**config.mk**
```make
export PLATFORM = sky130hd
export DESIGN_NAME = jl_ras
export DESIGN_NICKNAME = d
export VERILOG_FILES = /design/src/rtl/jl_ras.sv
export SDC_FILE = /design/constraint.sdc
export NUM_CORES = 1
export LEC_CHECK = 0
export ABC_CLOCK_PERIOD_IN_PS = 25100
export BUFFER_PORTS_ARGS = -buffer_cell sky130_fd_sc_hd__buf_4
export CORE_ASPECT_RATIO = 0.7
export CORE_UTILIZATION = 35
export CTS_CLUSTER_SIZE = 10
export DETAILED_ROUTE_END_ITERATION = 7
export PLACE_DENSITY = 0.55
export SLEW_MARGIN = 20
export SYNTH_ARGS = -nofsm -noshare
export SYNTH_HDL_FRONTEND = slang
export SYNTH_SLANG_ARGS = --single-unit
```
**constraint.sdc**
```tcl
create_clock -name clk -period 25.1 [get_ports clk]
set_input_delay 5.02 -clock clk [delete_from_list [all_inputs] [get_ports clk]]
set_output_delay 5.02 -clock clk [all_outputs]
set_load 0.01 [all_outputs]
```
**src/rtl/jl_ras.sv**
```systemverilog
module jl_ras #(
  parameter int XLEN  = 64,
  parameter int DEPTH = 8
) (
  input  logic            clk,
  input  logic            rst,
  input  logic            in_valid,
  input  logic [4:0]      in_rd,
  input  logic [4:0]      in_rs1,
  input  logic            in_imm_is8,
  input  logic [XLEN-1:0] in_pc,
  input  logic [XLEN-1:0] in_target,
  input  logic            in_amask,
  input  logic            in_fault_req,
  output logic [XLEN-1:0] link_data,
  output logic            link_we,
  output logic            trap_misalign,
  output logic            fault_log_we,
  output logic            pred_valid,
  output logic [XLEN-1:0] pred_target,
  output logic            mispredict
);
  localparam int AW   = $clog2(DEPTH);
  localparam int HALF = XLEN / 2;

  logic [AW-1:0]    sp;
  logic [DEPTH-1:0] vld;
  logic [XLEN-1:0]  ent [DEPTH];

  logic [AW-1:0]   top;
  logic [XLEN-1:0] mask, push_val;
  logic            is_call, is_ret, hit;

  assign top      = sp - AW'(1);
  assign mask     = {{HALF{~in_amask}}, {HALF{1'b1}}};
  assign push_val = (in_pc + XLEN'(8)) & mask;

  assign trap_misalign = in_valid & (|in_target[1:0]);
  assign link_data     = in_pc & mask;
  assign link_we       = in_valid & (in_rd != 5'd0) & ~trap_misalign;
  assign fault_log_we  = in_valid & in_fault_req & ~trap_misalign;

  assign is_call = in_valid & ~trap_misalign & (in_rd == 5'd15);
  assign is_ret  = in_valid & ~trap_misalign & (in_rd == 5'd0) & in_imm_is8 &
                   ((in_rs1 == 5'd31) | (in_rs1 == 5'd15));
  assign hit     = is_ret & vld[top];

  assign pred_valid  = hit;
  assign pred_target = hit ? ent[top] : '0;

  always_ff @(posedge clk) begin
    if (rst) begin
      sp         <= '0;
      vld        <= '0;
      mispredict <= 1'b0;
    end else begin
      mispredict <= is_ret & (~vld[top] | (ent[top] != in_target));
      if (is_call) begin
        vld[sp] <= 1'b1;
        sp      <= sp + AW'(1);
      end else if (hit) begin
        vld[top] <= 1'b0;
        sp       <= top;
      end
    end
  end

  always_ff @(posedge clk) begin
    if (is_call) ent[sp] <= push_val;
  end
endmodule


```
**Word-level counts from Yosys, hierarchy flattened**

Memory sizes are Yosys's and may differ from the RTL's.
Index checks and enable logic that the tools add are counted.

- Add/sub/neg operators: 3
- $lt $le $gt $ge: 4
- Eq/ne operators: 4
- Muxes and demuxes: 13
- Bitwise logic cells: 22
- Reductions and logical operators: 6

Operators with widths:

| kind | number |
|---|---|
| 64-bit bitwise AND | 2 |
| 64-bit by 4-bit adder with 64-bit output, second input constant | 1 |
| 64-bit two-way mux | 1 |
| 64-bit != test | 1 |
| 8-bit two-way mux | 2 |
| 1-bit bitwise AND | 12 |
| 5-bit by 4-bit == test with 1-bit output, second input constant | 2 |
| 8-bit bitwise AND | 1 |
| 3-bit by 4-bit less-than comparator with 1-bit output, second input constant | 2 |
| 8-bit NOT | 1 |
| 8-bit bitwise OR | 1 |
| 1-bit demux with 3-bit select | 2 |
| 3-bit by 1-bit >= comparator with 1-bit output, second input constant | 2 |
| 3-bit two-way mux | 2 |
| 5-bit == test, second input constant | 1 |
| 5-bit logical NOT | 1 |
| 1-bit two-way mux | 5 |
| 5-bit nonzero test | 1 |
| 3-bit by 1-bit adder with 3-bit output, second input constant | 1 |
| 1-bit binary-select mux with 3-bit select | 1 |
| 1-bit NOT | 3 |
| 3-bit by 1-bit subtractor with 3-bit output, second input constant | 1 |
| 1-bit logical AND | 2 |
| 1-bit bitwise OR | 2 |
| other kinds (2) | 2 |

- Flip-flop bits (word level): 12
- Memory bits (writable): 512
- Bits of input ports: 144
- Logic and storage cells: 56
- Memories: 1

Memory list:

| name | words | width | rd ports | clocked after Yosys merged registers in | write ports | RTL line | source |
|---|---|---|---|---|---|---|---|
| ent | 8 | 64 | 1 | 0 | 1 | 28 | `logic [XLEN-1:0] ent [DEPTH];` |

**Logic depth before layout (Yosys ltp)**

Gate-level depths: netlist of run 1.

- Depth after elaboration: 10
- Gate-level depth with buffers: 18

**Least setup slack after synthesis of run 1**

Ideal clock, no wire load.

- Path type: in2reg
- Start point: in in_target[0]
- End point: mem ent[0][0] (enable)
- Library setup time: 0.648 ns
- Data arrival time: 11.897 ns
- Required time: 24.452 ns
- Slack: 12.555 ns
- Stages on the path: 5
- Cell sequence: nor2_1 nand2_1 or3_1 clkbuf_1 nor4_1

- Cells in the longest elaborated chain, start to end: 7

RTL lines:

| item | RTL line | source |
|---|---|---|
| start: declaration | 12 | `input logic [XLEN-1:0] in_target,` |
| 2-bit OR reduction | 38 | `assign trap_misalign = in_valid & (\|in_target[1:0]);` |
| 1-bit bitwise AND | 38 |  |
| 1-bit NOT | 43 | `assign is_call = in_valid & ~trap_misalign & (in_rd == 5'd15);` |
| 1-bit bitwise AND (2 in series) | 43 |  |
| 1-bit two-way mux | 69 | `if (is_call) ent[sp] <= push_val;` |
| 1-bit two-way mux (not written as such) | 69 |  |
| end: declaration | 28 |  |

Every way passes these cells.

**Worst setup path in the final report of run 1**

- Start point: in in_target[0]
- End point: out pred_target[40]

- Cells in the longest elaborated chain, start to end: 9

RTL lines:

| item | RTL line | source |
|---|---|---|
| 2-bit OR reduction | 38 |  |
| 1-bit bitwise AND | 38 |  |
| 1-bit NOT | 44 | `assign is_ret = in_valid & ~trap_misalign & (in_rd == 5'd0) & in_imm_is8 &` |
| 1-bit bitwise AND (4 in series) | 44 |  |
| 1-bit bitwise AND | 46 | `assign hit = is_ret & vld[top];` |
| 64-bit two-way mux | 49 | `assign pred_target = hit ? ent[top] : '0;` |
| end: declaration | 20 | `output logic [XLEN-1:0] pred_target,` |

Every way passes these cells.

==> results of run 1 <==
-- per-stage QoR --
step	total power [mW]	hold WS [ns]	utilization [%]	setup WS, ns
2_1_floorplan	1.01	0.491	-	12.56
3_3_place_gp	1.06	0.502	40.3	12.51
3_5_place_dp	1.06	0.505	40.3	12.48
4_1_cts	1.80	0.518	42.8	12.48
5_1_grt	1.83	0.543	42.8	12.26
6_report	1.78	0.520	42.8	12.52
-- layout by cell type (no fill, tap or decap), types with 19 or more instances in the layout --
cell type	instances
mux4_2	81
edfxtp_1	512
buf_4	306
nand2_1	163
nor2_1	103
nand4_1	36
xor2_1	73
xnor2_1	55
a21oi_1	34
nand3_1	98
nor2b_1	31
clkbuf_16	58
clkbuf_1	19
mux2i_1	59
-- worst register-to-register path, delay by kind of cell (launching register included) --
family                     cells  cell delay, ns
buffers and inverters          4            2.38
and+or+nand+nor                3            0.98
muxes                          2            0.90
xor gates and xnor gates       2            0.56
DFF                            1            0.35
AOI/OAI and AO/OA              1            0.30
adders and majority gates      1            0.29
-- sequential cells by signal, indices dropped and copies added (netlist names) --
signal,flops
ent,512
vld,8
sp,3
mispredict,1
-- cell families after synthesis --
family,share of synthesized area [%]
xor gates and xnor gates,5.09
DFF,68.3
muxes,10.8
buffers and inverters,2.84
adders and majority gates,0.164
AOI/OAI and AO/OA,2.41
and+or+nand+nor,10.4
-- path summary, 6_finish.rpt --
kind                startpoint               to  slack, ns
setup reg to reg         sp[0]       mispredict      19.17
setup / recovery  in_target[0]  pred_target[40]      12.52
hold / removal          vld[6]           vld[6]       0.52
hold reg to reg         vld[6]           vld[6]       0.52
-- report_power, final --
group	internal [mW]	switching, mW	total, mW
registers	0.961	0.0000556	0.961
clock network	0.418	0.323	0.741
logic	0.0323	0.0463	0.0786
-- layer usage --
layer / wire, um / vias to the layer above
met5: 9 / -
met4: 1150 / 2
met3: 4730 / 65
met2: 30800 / 498
met1: 30300 / 7102
li1: - / 6207
-- layout make-up --
type | instances | share of cell area, %
repair buffers | 306 | 8.41
inverters | 8 | 0.110
clock inverters | 5 | 0.247
multi-input cells | 871 | 24.5
flip-flops and latches | 524 | 57.2
well taps | 869 | 3.98
clock buffers | 77 | 5.57
==> metrics.yaml, run 1 <==
critical_path:
  crit_type: "in2out"
  worstRegToRegCells: 13
  path_delay_family: "simple AND/OR/NAND/NOR gates"
  slowest_stage: "a21oi_1"
  worstPathCellList: "buf_4 -> nor2_1 -> nand2_1 -> nor2_1 -> and3_1 -> nand2b_4 -> buf_4 -> a21oi_1 -> buf_4"
  crit_top_cell: "buf_4"
  path_depth: 9
  start_kind: "primary input"
  end_kind: "output port"
  crit_fanout: 41
  critPathBufInv: 3
  cp_data_required_time_ns: 20.08
  cp.arrival_ns: 7.56
  cpPeakStageDelay_ns: 0.54
finish:
  instances_no_fill: 2660
  layout-drive-gt1-share_pct: 26.5
  syn_to_final_growth_pct: 19.5
  fillers: 5736
  antenna_cells: 0
  ff_latch_area_um2: 15600
  stdcell_area_um2: 27300
  multi_input_area_um2: 6700
  final_nets: 1916
yosys:
  ys_seq_elements: 524
  synth_area_leaders: "edfxtp_1 (67%), mux4_2 (8.0%), xor2_1 (2.8%)"
  syn_area_per_cell_um2: 15.1
  yosys_warnings: 0
  synth_edf_count: 512
  yosysMostFrequentCell: "edfxtp_1"
  yosysUniqueCellTypes: 53
  yosysSeqAreaShare_pct: 68.3
  synthCells: 1512
  synth_top_cell_area_share_pct: 67.3
  synthesis.area_um2: 22900
  synthArstFlopShare_pct: 0
  synth_top_area_cell: "edfxtp_1"
  syn-num-nets: 1659
  synth_common_cells: "edfxtp_1 (512), nand2_1 (163), nor2_1 (108)"
  ys.flop_type: "edfxtp_1"
global_routing:
  grt_antenna_before_repair: 1
  use_met1_pct: 28.7
  grt_use_met2_pct: 31.3
  grt_util_met3_pct: 4.22
  grt_first_pass_wirelength_um: 95300
  grt_max_degree: 65
  grt_pass1_vias: 13588
  grt_usage_pct: 20.0
  grt-busiest-layer: "met2"
  grt_overflow: 0
sta:
  setup_viol: 0
  rsz0062_at_grt: "false"
  period_needed_ns: 12.58
  timing_hold_violations_final: 0
  max_slew_margin_pct: 27.1
  final_max_slew_viol_count: 0
  fin_setup_tns_ns: 0
  min_period_over_period_pct: 50.1
  fmax_mhz: 79.5
  worst_pin_slew_ns: 1.09
  finClkSkew_ns: 0.0199
power_and_ir_drop:
  p_leak_nw: 9.48
  vdd_ir_drop_max_mv: 0.0458
  p_per_area_nw_per_um2: 65.2
die:
  pin_count: 277
  chipWidth_um: 307
  initial_core_util_pct: 35.8
  die_y_um: 216
  core_um2: 63900
  dieArea_um2: 66300
  row_count: 77
clock_network:
  clockRootBuffer: "clkbuf_16"
  cts_resized: 0
  hold_buffers: 0
  path_clk_slew_ns: 0.05
  htreeDepth: 2
  clk_path_buf_depth: 3
  clk_latency_ns: 0.63
  cts_setup_buffers: 0
  cts_tree: "done"
  cts.sinks: 524
  cts_buffers: 58
route:
  drc: 0
  wire_per_inst_um: 25.2
  dr.pass1.iters: 5
  drt-vias-per-instance: 5.22
  wl_um: 67000
  vias: 13874
  drtIter0Drc: 1334
  drtAntennaViolNets: 0
place:
  globalplace.congestion: 0.797
  numPortBuffers: 275
  placed_area_um2: 25700
  placed_cells: 2578
  dp_hpwl_um: 43800
min_path:
  hp-class: "reg2reg"
  hold_path_depth: 2
outcome:
  status: "finished, final reports clean"
job:
  maxCapViolCount: 0
Power figures use the tool's default switching activity.
==> inputs of run 2 (changes only) <==
--- a/config.mk
+++ b/config.mk
@@ -5,13 +5,14 @@
 export SDC_FILE = /design/constraint.sdc
 export NUM_CORES = 1
 export LEC_CHECK = 0
-export ABC_CLOCK_PERIOD_IN_PS = 25100
+export ABC_AREA = 1
+export ABC_CLOCK_PERIOD_IN_PS = 11800
 export BUFFER_PORTS_ARGS = -buffer_cell sky130_fd_sc_hd__buf_4
 export CORE_ASPECT_RATIO = 0.7
 export CORE_UTILIZATION = 35
 export CTS_CLUSTER_SIZE = 10
 export DETAILED_ROUTE_END_ITERATION = 7
-export PLACE_DENSITY = 0.55
+export PLACE_DENSITY = 0.54
 export SLEW_MARGIN = 20
 export SYNTH_ARGS = -nofsm -noshare
 export SYNTH_HDL_FRONTEND = slang
==> constraint.sdc (replaced) <==
create_clock -name clk -period 11.8 [get_ports clk]
set_input_delay 2.36 -clock clk [delete_from_list [all_inputs] [get_ports clk]]
set_output_delay 2.36 -clock clk [all_outputs]
set_load 0.01 [all_outputs]
==> metrics.yaml, run 2 <==
outcome:
  status: "finished, final reports clean"
global_routing:
  grt_pass1_vias: 18253
  grt_first_pass_wirelength_um: 123000
  grt_usage_pct: 23.2
  grt_max_degree: 192
  grt_antenna_before_repair: 4
  grt_overflow: 0
clock_network:
  cts.sinks: 524
  path_clk_slew_ns: 0.06
  cts_buffers: 59
  hold_buffers: 0
  htreeDepth: 2
  clk_latency_ns: 0.63
  cts_resized: 0
  cts_tree: "done"
  cts_setup_buffers: 0
  clockRootBuffer: "clkbuf_16"
  clk_path_buf_depth: 3
critical_path:
  crit_top_cell: "buf_4"
  start_kind: "flop"
  slowest_stage: "dfxtp_4"
  crit_type: "reg2out"
  worstRegToRegCells: 18
  crit_fanout: 79
  cpPeakStageDelay_ns: 0.74
  cp_data_required_time_ns: 9.44
  end_kind: "output port"
  timing.critical_path.from: "sp[0]"
  cp.arrival_ns: 5.08
  r2r_start: "sp[0]"
  worstPathCellList: "inv_6 -> ha_4 -> clkinv_2 -> buf_4 -> buf_4 -> nand2_1 -> o21ai_0 -> nand2_1 -> a21oi_1 -> buf_4"
die:
  dieArea_um2: 73100
  initial_core_util_pct: 35.7
  core_um2: 70500
  pin_count: 277
  die_y_um: 226
  chipWidth_um: 323
  row_count: 81
finish:
  top_register: "ent"
  stdcell_area_um2: 29700
  final_nets: 3119
  largest_register_ffs: 512
  final_cell_mix: "nand2_1 (1293), edfxtp_1 (512), buf_4 (300)"
  layout-drive-gt1-share_pct: 13.4
  syn_to_final_growth_pct: 17.8
  antenna_cells: 0
  final_common_cell: "nand2_1"
  biggestRegsByFlops: "ent (512), vld (8), sp (3)"
yosys:
  synthCells: 2753
  synthXorXnorAreaFrac_pct: 1.36
  yosysUniqueCellTypes: 45
  ys_seq_elements: 524
  ys.flop_type: "edfxtp_1"
  synthArstFlopShare_pct: 0
  syn_area_per_cell_um2: 9.15
  synth_area_leaders: "edfxtp_1 (61%), nand2_1 (19%), a21oi_1 (2.7%)"
  synth_common_cells: "nand2_1 (1297), edfxtp_1 (512), nor2_1 (180)"
  synth_top_cell_area_share_pct: 61.0
  synth_edf_count: 512
  synth_simple_gate_area_share_pct: 26.1
  synth_fa_ha_area_share_pct: 0.149
  synth_top_area_cell: "edfxtp_1"
  synth_compound_area_share_pct: 4.96
  yosysMostFrequentCell: "nand2_1"
  yosysSeqAreaShare_pct: 62.0
  yosys_warnings: 0
  muxShareOfSynthArea_pct: 0
  synth_top_family_by_area: "simple AND/OR/NAND/NOR gates"
  synthesis.area_um2: 25200
  syn-num-nets: 2900
sta:
  period_needed_ns: 7.44
  setup_viol: 0
  min_period_over_period_pct: 63.1
  fin_setup_tns_ns: 0
  rsz0062_at_grt: "false"
  fmax_mhz: 134
  worst_pin_slew_ns: 1.23
  final_max_slew_viol_count: 0
  max_slew_margin_pct: 17.4
  timing_hold_violations_final: 0
  finClkSkew_ns: 0.0212
  setup_ws_ns: 4.36
  hold_slack_ns: 0.499
power_and_ir_drop:
  p_seq_share_pct: 52.6
  power_mw: 3.88
  power_frac_clock_pct: 42.0
  internal_power_mw: 3.04
  switching_share_pct: 21.6
  comb_power_share_pct: 5.4
  p_leak_nw: 12.4
  p_per_area_nw_per_um2: 131
  power_switching_mw: 0.840
  vdd_ir_drop_max_mv: 0.103
route:
  wl_um: 86200
  drtIter0Drc: 1844
  drt-vias-per-instance: 5.01
  drtAntennaViolNets: 0
  vias: 19762
  dr.pass1.iters: 6
  drc: 0
  wire_per_inst_um: 21.9
place:
  dp_hpwl_um: 55700
  pre_cts_ws_ns: 4.67
  numPortBuffers: 275
  globalplace.congestion: 0.915
  placed_area_um2: 28000
min_path:
  hp-start: "vld[5]"
  hp-class: "reg2reg"
  hold_path_depth: 2
job:
  maxCapViolCount: 0
## run 2: layout make-up
| cell class | count | area, um^2 |
|---|---|---|
| clock buffer | 78 | 1600 |
| sequential | 524 | 15600 |
| clock inverter | 4 | 35.0 |
| timing repair buffer | 302 | 2280 |
| inverter | 164 | 622 |
| multi-input combinational | 1921 | 8320 |
| fill | 6809 | 40900 |
| tap | 954 | 1190 |
## run 2: logic make-up (layout without fill, tap and decap cells)
group,after synthesis,in the layout
compound gates,226,226
xor+xnor,39,39
buf+inv,308,548
flops,524,524
simple gates,1653,1653
fa+ha+maj,3,3
## run 2: path summary, 6_finish.rpt
kind / endpoint / slack, ns
setup reg to reg: mispredict / 6.61
setup / recovery: pred_target[58] / 4.36
hold / removal: vld[5] / 0.50
hold reg to reg: vld[5] / 0.50
## run 2: through the flow
stage                     cells  utilization (%)
after detailed placement   3865             39.7
after CTS                  3947             42.0
after global placement     3865             39.7
final                      3947             42.1
after global routing       3947             42.1
after floorplan            2753                -
## run 2: power by group through the flow
stage	logic [mW]	registers, mW	clock network (mW)
2_1_floorplan	0.0848	2.08	0
3_3_place_gp	0.203	2.08	0
3_5_place_dp	0.206	2.08	0
4_1_cts	0.207	2.04	1.65
5_1_grt	0.223	2.04	1.71
6_report	0.209	2.04	1.63
## run 2: critical path: cells and delay by family, from the launching register on
family	cells	cell delay, ns
compound gates	2	0.66
fa+ha+maj	1	0.47
buf+inv	5	2.25
flops	1	0.74
simple gates	2	0.23
## run 2: per-layer routing
metal,vias up,GRT usage [%],routed length [um]
met5,-,0,27
met2,782,35.4,37800
li1,9433,-,-
met1,9442,33.6,39300
met3,101,5.12,7660
met4,4,5.49,1530
